--- src/rtl/ssr_pkg.sv ---
package ssr_pkg;
    localparam int DATA_W  = 8;
    localparam int SEL_W   = 4;
    localparam int MAX_SEL = 6;
    localparam int DIV_W   = MAX_SEL + 2;

    typedef struct packed {
        logic [SEL_W-1:0] div_sel;
        logic             spare;
        logic             rx_stop;
        logic             master;
        logic             enable;
    } ctrl_t;

    typedef enum logic [1:0] {
        A_CTRL = 2'd0,
        A_STAT = 2'd1,
        A_DATA = 2'd2
    } addr_e;

    // Half period of the master clock in system clocks: 2 << min(sel, MAX_SEL)
    function automatic logic [DIV_W-1:0] half_period(input logic [SEL_W-1:0] sel);
        logic [SEL_W-1:0] eff;
        eff = (sel > SEL_W'(MAX_SEL)) ? SEL_W'(MAX_SEL) : sel;
        return DIV_W'(2) << eff;
    endfunction
endpackage

--- src/rtl/ssr_clkgen.sv ---
module ssr_clkgen
    import ssr_pkg::*;
(
    input  logic             clk,
    input  logic             rst,
    input  logic             run,
    input  logic [SEL_W-1:0] div_sel,
    output logic             sclk,
    output logic             rise
);
    logic [DIV_W-1:0] cnt;
    logic [DIV_W-1:0] half;

    assign half = half_period(div_sel);

    always_ff @(posedge clk) begin
        if (rst || !run) begin
            cnt  <= '0;
            sclk <= 1'b1;
            rise <= 1'b0;
        end else begin
            rise <= 1'b0;
            if (cnt == half - 1'b1) begin
                cnt  <= '0;
                sclk <= !sclk;
                rise <= !sclk;
            end else begin
                cnt <= cnt + 1'b1;
            end
        end
    end


    park_high_chk: assert property (@(posedge clk) disable iff (rst)
        !run |=> sclk);


    rise_edge_chk: assert property (@(posedge clk) disable iff (rst)
        rise |-> (sclk && !$past(sclk)));
endmodule

--- src/rtl/ssr_sync.sv ---
module ssr_sync #(
    parameter int STAGES = 2
) (
    input  logic clk,
    input  logic rst,
    input  logic sclk_in,
    input  logic sdata_in,
    output logic rise,
    output logic data
);
    logic [STAGES-1:0] ck_s;
    logic [STAGES-1:0] dt_s;
    logic              ck_prev;

    always_ff @(posedge clk) begin
        if (rst) begin
            ck_s    <= '1;
            dt_s    <= '0;
            ck_prev <= 1'b1;
        end else begin
            ck_s    <= {ck_s[STAGES-2:0], sclk_in};
            dt_s    <= {dt_s[STAGES-2:0], sdata_in};
            ck_prev <= ck_s[STAGES-1];
        end
    end

    assign rise = ck_s[STAGES-1] && !ck_prev;
    assign data = dt_s[STAGES-1];


    sync_rise_chk: assert property (@(posedge clk) disable iff (rst)
        rise |=> !rise);
endmodule

--- src/rtl/ssr_shifter.sv ---
module ssr_shifter #(
    parameter int DATA_W = 8
) (
    input  logic              clk,
    input  logic              rst,
    input  logic              clr,
    input  logic              sample,
    input  logic              din,
    output logic              done,
    output logic [DATA_W-1:0] byte_val
);
    localparam int CNT_W = $clog2(DATA_W);

    logic [CNT_W-1:0]  cnt;
    logic [DATA_W-1:0] sh;

    assign byte_val = {sh[DATA_W-2:0], din};
    assign done     = sample && (cnt == CNT_W'(DATA_W - 1));

    always_ff @(posedge clk) begin
        if (rst || clr) begin
            cnt <= '0;
            sh  <= '0;
        end else if (sample) begin
            sh  <= byte_val;
            cnt <= done ? '0 : cnt + 1'b1;
        end
    end


    cnt_clear_chk: assert property (@(posedge clk) disable iff (rst)
        clr |=> (cnt == '0));
endmodule

--- src/rtl/ssr_rx_top.sv ---
module ssr_rx_top
    import ssr_pkg::*;
(
    input  logic       clk,
    input  logic       rst,
    input  logic       bus_wr,
    input  logic       bus_rd,
    input  logic [1:0] bus_addr,
    input  logic [7:0] bus_wdata,
    output logic [7:0] bus_rdata,
    input  logic       sclk_in,
    output logic       sclk_out,
    output logic       sclk_oe,
    input  logic       sdata_in
);
    ctrl_t             ctrl;
    logic              full, ovr, halted;
    logic [DATA_W-1:0] rbuf;

    logic master_run, slave_on, clr;
    logic m_sclk, m_rise, s_rise, s_data;
    logic sample, din, done, rd_data, full_eff;
    logic [DATA_W-1:0] byte_val;

    assign master_run = ctrl.enable && ctrl.master && !halted;
    assign slave_on   = ctrl.enable && !ctrl.master;
    assign clr        = !(master_run || slave_on);
    assign sample     = ctrl.master ? m_rise : (slave_on && s_rise);
    assign din        = ctrl.master ? sdata_in : s_data;
    assign rd_data    = bus_rd && (bus_addr == A_DATA);
    assign full_eff   = full && !rd_data;

    ssr_clkgen u_clkgen (
        .clk(clk), .rst(rst), .run(master_run), .div_sel(ctrl.div_sel),
        .sclk(m_sclk), .rise(m_rise)
    );

    ssr_sync #(.STAGES(2)) u_sync (
        .clk(clk), .rst(rst), .sclk_in(sclk_in), .sdata_in(sdata_in),
        .rise(s_rise), .data(s_data)
    );

    ssr_shifter #(.DATA_W(DATA_W)) u_shift (
        .clk(clk), .rst(rst), .clr(clr), .sample(sample), .din(din),
        .done(done), .byte_val(byte_val)
    );

    always_ff @(posedge clk) begin
        if (rst) begin
            ctrl   <= '0;
            full   <= 1'b0;
            ovr    <= 1'b0;
            halted <= 1'b0;
            rbuf   <= '0;
        end else begin
            if (bus_wr && bus_addr == A_CTRL)
                ctrl <= ctrl_t'(bus_wdata);

            if (done && full_eff)
                ovr <= 1'b1;
            else if (bus_wr && bus_addr == A_STAT && !bus_wdata[1])
                ovr <= 1'b0;

            if (done && !full_eff) begin
                full <= 1'b1;
                rbuf <= byte_val;
            end else if (rd_data) begin
                full <= 1'b0;
            end

            if (!ctrl.rx_stop)
                halted <= 1'b0;
            else if (done && ctrl.master)
                halted <= 1'b1;
        end
    end

    assign sclk_out = m_sclk;
    assign sclk_oe  = ctrl.enable && ctrl.master;

    always_comb begin
        case (bus_addr)
            A_CTRL:  bus_rdata = ctrl;
            A_STAT:  bus_rdata = {6'b0, ovr, full};
            A_DATA:  bus_rdata = rbuf;
            default: bus_rdata = '0;
        endcase
    end


    ovr_keep_chk: assert property (@(posedge clk) disable iff (rst)
        (done && full && !rd_data) |=> (ovr && rbuf == $past(rbuf)));


    full_set_chk: assert property (@(posedge clk) disable iff (rst)
        (done && !full) |=> (full && rbuf == $past(byte_val)));


    read_clear_chk: assert property (@(posedge clk) disable iff (rst)
        (rd_data && !done) |=> !full);


    halt_high_chk: assert property (@(posedge clk) disable iff (rst)
        halted |-> sclk_out);


    idle_high_chk: assert property (@(posedge clk) disable iff (rst)
        !ctrl.enable |=> sclk_out);
endmodule

--- config.mk ---
export PLATFORM = sky130hd
export DESIGN_NAME = ssr_rx_top
export DESIGN_NICKNAME = d
export VERILOG_FILES = /design/src/rtl/ssr_pkg.sv /design/src/rtl/ssr_clkgen.sv /design/src/rtl/ssr_sync.sv /design/src/rtl/ssr_shifter.sv /design/src/rtl/ssr_rx_top.sv
export SDC_FILE = /design/constraint.sdc
export NUM_CORES = 1
export LEC_CHECK = 0
export BUFFER_PORTS_ARGS = -buffer_cell sky130_fd_sc_hd__buf_2
export CAP_MARGIN = 0
export CORE_MARGIN = 1.5
export CORE_UTILIZATION = 40
export DETAILED_ROUTE_END_ITERATION = 16
export GPL_ROUTABILITY_DRIVEN = 0
export SLEW_MARGIN = 10
export SYNTH_ARGS = -nofsm -noshare
export SYNTH_HDL_FRONTEND = slang
export SYNTH_HIERARCHICAL = 1
export SYNTH_SLANG_ARGS = --single-unit
export TNS_END_PERCENT = 10
--- constraint.sdc ---
create_clock -name clk -period 2.7 [get_ports clk]
set_input_delay 0.135 -clock clk [delete_from_list [all_inputs] [get_ports clk]]
set_output_delay 0.135 -clock clk [all_outputs]
set_load 0.02 [all_outputs]
==> impl_metrics.json <==
{
  "finalCriticalPeriod_ns": 2.48,
  "cts.repair.resized": 0,
  "synth.largest_area_cell": "dfxtp_1",
  "tightest_slew_ns": 0.549,
  "globalRouteTotalUtil": 0.146,
  "holdPathStages": 2,
  "grt_pass1_wl_um": 6850,
  "cpPeakStageDelay_ns": 0.54,
  "clockRootBuffer": "clkbuf_8",
  "start_kind": "flop",
  "fin_crit_sh": 0.918,
  "critPathTopFamily": "simple AND/OR/NAND/NOR gates",
  "multiInputGateArea_um2": 1160,
  "p_comb_frac": 0.078,
  "rsz0062_at_grt": "false",
  "yosys_warnings": 6,
  "place_area_um2": 2310,
  "synth.most_common_cell": "dfxtp_1",
  "dr.first_iter.drc_count": 83,
  "dpl.hpwl_um": 2700,
  "reg2reg_from": "ctrl[6]$_SDFFE_PP0P_",
  "status": "completed",
  "clkLatencyLatePin_ns": 0.29,
  "regArea_um2": 881,
  "ctsHoldBuffers": 0,
  "hold_violations": 0,
  "drt-vias-per-instance": 4.83,
  "cp_max_fo": 9,
  "vias": 1531,
  "post-cts-setup-buffers": 0,
  "die_y_um": 76.2,
  "synth.area.top_cells": "dfxtp_1 (41%), mux2i_1 (15%), nand2b_1 (5.8%)",
  "ios": 26,
  "critPathArrivalTime_ns": 2.70,
  "layoutNonFillerInstCount": 317,
  "fin_nets": 267,
  "wirelength_met1_um": 2070,
  "p_leak_nw": 0.893,
  "totalWireLength_um": 3810,
  "portBuffers": 25,
  "cp.required_ns": 2.92,
  "drive_gt1_frac": 0.182,
  "synth_edf_count": 0,
  "final-setup-viol-count": 0,
  "worstHoldPathType": "input port to flop",
  "h-tree-depth": 2,
  "synth_common_cells": "dfxtp_1 (44), mux2i_1 (33), nor2_1 (31)",
  "holdPathEnd": "u_sync/ck_s[0]$_SDFF_PP1_",
  "critPathBufInv": 1,
  "antenna_left": 0,
  "cts_tree": "built",
  "grt_max_degree": 35,
  "fin_util": 0.465,
  "synth_ff_type": "dfxtp_1",
  "wl_met2_um": 1520,
  "cp-startpoint": "ctrl[6]$_SDFFE_PP0P_",
  "cap_violations": 0,
  "r2r_slack_ns": 0.22,
  "hp-start": "sclk_in",
  "clk_pin_slew_worst_paths_ns": 0.08,
  "cts_buffer_depth": 2,
  "clock_power_share": 0.337,
  "initial_core_util": 0.417,
  "fp.dieW_um": 76.2,
  "ys_ff_latch": 44,
  "slowest_stage": "or4_1",
  "fill_cells": 525,
  "dr.pass1.iters": 4,
  "async_flop_share": 0,
  "core_area_um2": 5140,
  "wl_met3_um": 162,
  "antenna_found_initial": 0,
  "power_frac_seq": 0.585,
  "crit_chain": "or4_1 > ha_1 > nand2b_1 > mux2_4 > a22o_1 > nor4_4 > buf_4 > mux2i_1",
  "criticalPathCategory": "flop to flop",
  "synth_top_area_share": 0.411,
  "swShare": 0.225,
  "setup_tns_ns": 0,
  "syn_area_per_cell_um2": 9.73,
  "vdd_ir_drop_max_uv": 158,
  "drc_errors": 0,
  "first_global_vias": 1475,
  "rows": 26,
  "synth.cell_area_um2": 2140,
  "clock_sinks": 44,
  "p_switching_w": 0.000254,
  "synth_cell_types": 44,
  "finalClockSkew_ns": 0.00307,
  "end_kind": "flop",
  "reg2reg_depth": 8,
  "internal_power_w": 0.000874,
  "dp_cells": 310,
  "synthCells": 220,
  "synth_seq_area_share": 0.411,
  "maxUsedRoutingLayer": "met4",
  "max_clock_freq_mhz": 403,
  "wl_per_cell_um": 12.0,
  "slew_viol_final": 0,
  "synth_nets": 240,
  "overflow": 0,
  "slew_headroom": 0.634,
  "antennaDiodeCount": 0,
  "p_per_area_nw_per_um2": 472,
  "postLayoutCellArea_um2": 2390,
  "area_growth_pct": 11.6,
  "dieArea_um2": 5800,
  "cts_buffers": 5,
  "timing.rr.end": "u_clkgen/sclk$_SDFFE_PP1N_"
}
-- stage by stage --
stage | power (W) | setup slack [ns] | hold WS (ns)
final | 0.00113 | 0.221 | 0.0153
after global routing | 0.00119 | 0.0523 | 0.0261
after CTS | 0.00115 | 0.201 | 0.00209
after detailed placement | 0.000763 | 0.242 | 0.315
after global placement | 0.000763 | 0.282 | 0.313
after floorplan | 0.000743 | 0.199 | 0.207
-- power by group through the flow --
stage / clock, W / sequential [W] / combinational (W)
after floorplan: 0 / 0.000675 / 0.0000678
after global placement: 0 / 0.000675 / 0.0000884
after detailed placement: 0 / 0.000675 / 0.0000885
after CTS: 0.000404 / 0.000659 / 0.0000890
after global routing: 0.000432 / 0.000661 / 0.0000976
final: 0.000381 / 0.000660 / 0.0000882
-- cell families after synthesis --
| kind of cell | synth area share |
|---|---|
| xor gates and xnor gates | 0.0409 |
| buffers and inverters | 0.0456 |
| DFF | 0.411 |
| and+or+nand+nor | 0.258 |
| muxes | 0.167 |
| AOI/OAI and AO/OA | 0.0544 |
| adders and majority gates | 0.0234 |
-- cells in the final DEF, fill, tap and decap left out, types with 2 or more instances in the layout --
cell type | Yosys | layout
nand2b_1 | 20 | 20
or2_1 | 4 | 4
and2_1 | 3 | 3
mux2i_1 | 33 | 33
xor2_1 | 7 | 7
nand3b_1 | 3 | 3
clkbuf_8 | 0 | 5
o21ai_0 | 3 | 3
and3_1 | 2 | 2
nor2b_1 | 5 | 5
buf_4 | 4 | 7
buf_2 | 2 | 25
nor3_1 | 6 | 6
nor2_1 | 31 | 31
xnor2_1 | 3 | 3
dfxtp_1 | 44 | 44
nor3b_1 | 2 | 2
o2111ai_1 | 2 | 2
ha_1 | 4 | 4
nand3_1 | 5 | 5
a21oi_1 | 4 | 4
nand2_1 | 7 | 7
-- final cells by class --
cell class,count,share of cell area
well taps,70,0.0366
repair buffers,32,0.0743
clock buffers,6,0.0304
inverters,1,0.00157
clock inverters,1,0.00209
multi-input cells,163,0.486
flip-flops and latches,44,0.369
-- flip-flops by register name (all words and copies together), names as in the netlist --
register / flops
u_sync/ck_s: 2
u_clkgen/rise: 1
u_shift/sh: 7
full: 1
u_sync/dt_s: 2
ctrl: 8
rbuf: 8
ovr: 1
u_clkgen/sclk: 1
u_sync/ck_prev: 1
u_clkgen/cnt: 8
halted: 1
u_shift/cnt: 3
-- routing by layer --
metal / GRT usage / vias to the layer above
met3: 0.0419 / 7
met2: 0.213 / 32
met4: 0.0556 / 0
met5: 0 / -
met1: 0.203 / 690
li1: - / 802
-- how the worst max path moves through the flow --
| stage | end | slack (ns) | cells past startpoint |
|---|---|---|---|
| after CTS | u_clkgen/sclk$_SDFFE_PP1N_ | 0.20 | 8 |
| after detailed placement | u_clkgen/sclk$_SDFFE_PP1N_ | 0.24 | 8 |
| after floorplan | u_clkgen/sclk$_SDFFE_PP1N_ | 0.20 | 8 |
| final | u_clkgen/sclk$_SDFFE_PP1N_ | 0.22 | 8 |
| after global routing | u_clkgen/sclk$_SDFFE_PP1N_ | 0.05 | 10 |
| after global placement | u_clkgen/sclk$_SDFFE_PP1N_ | 0.28 | 8 |
No activity file was read; power rests on OpenSTA's default activity.
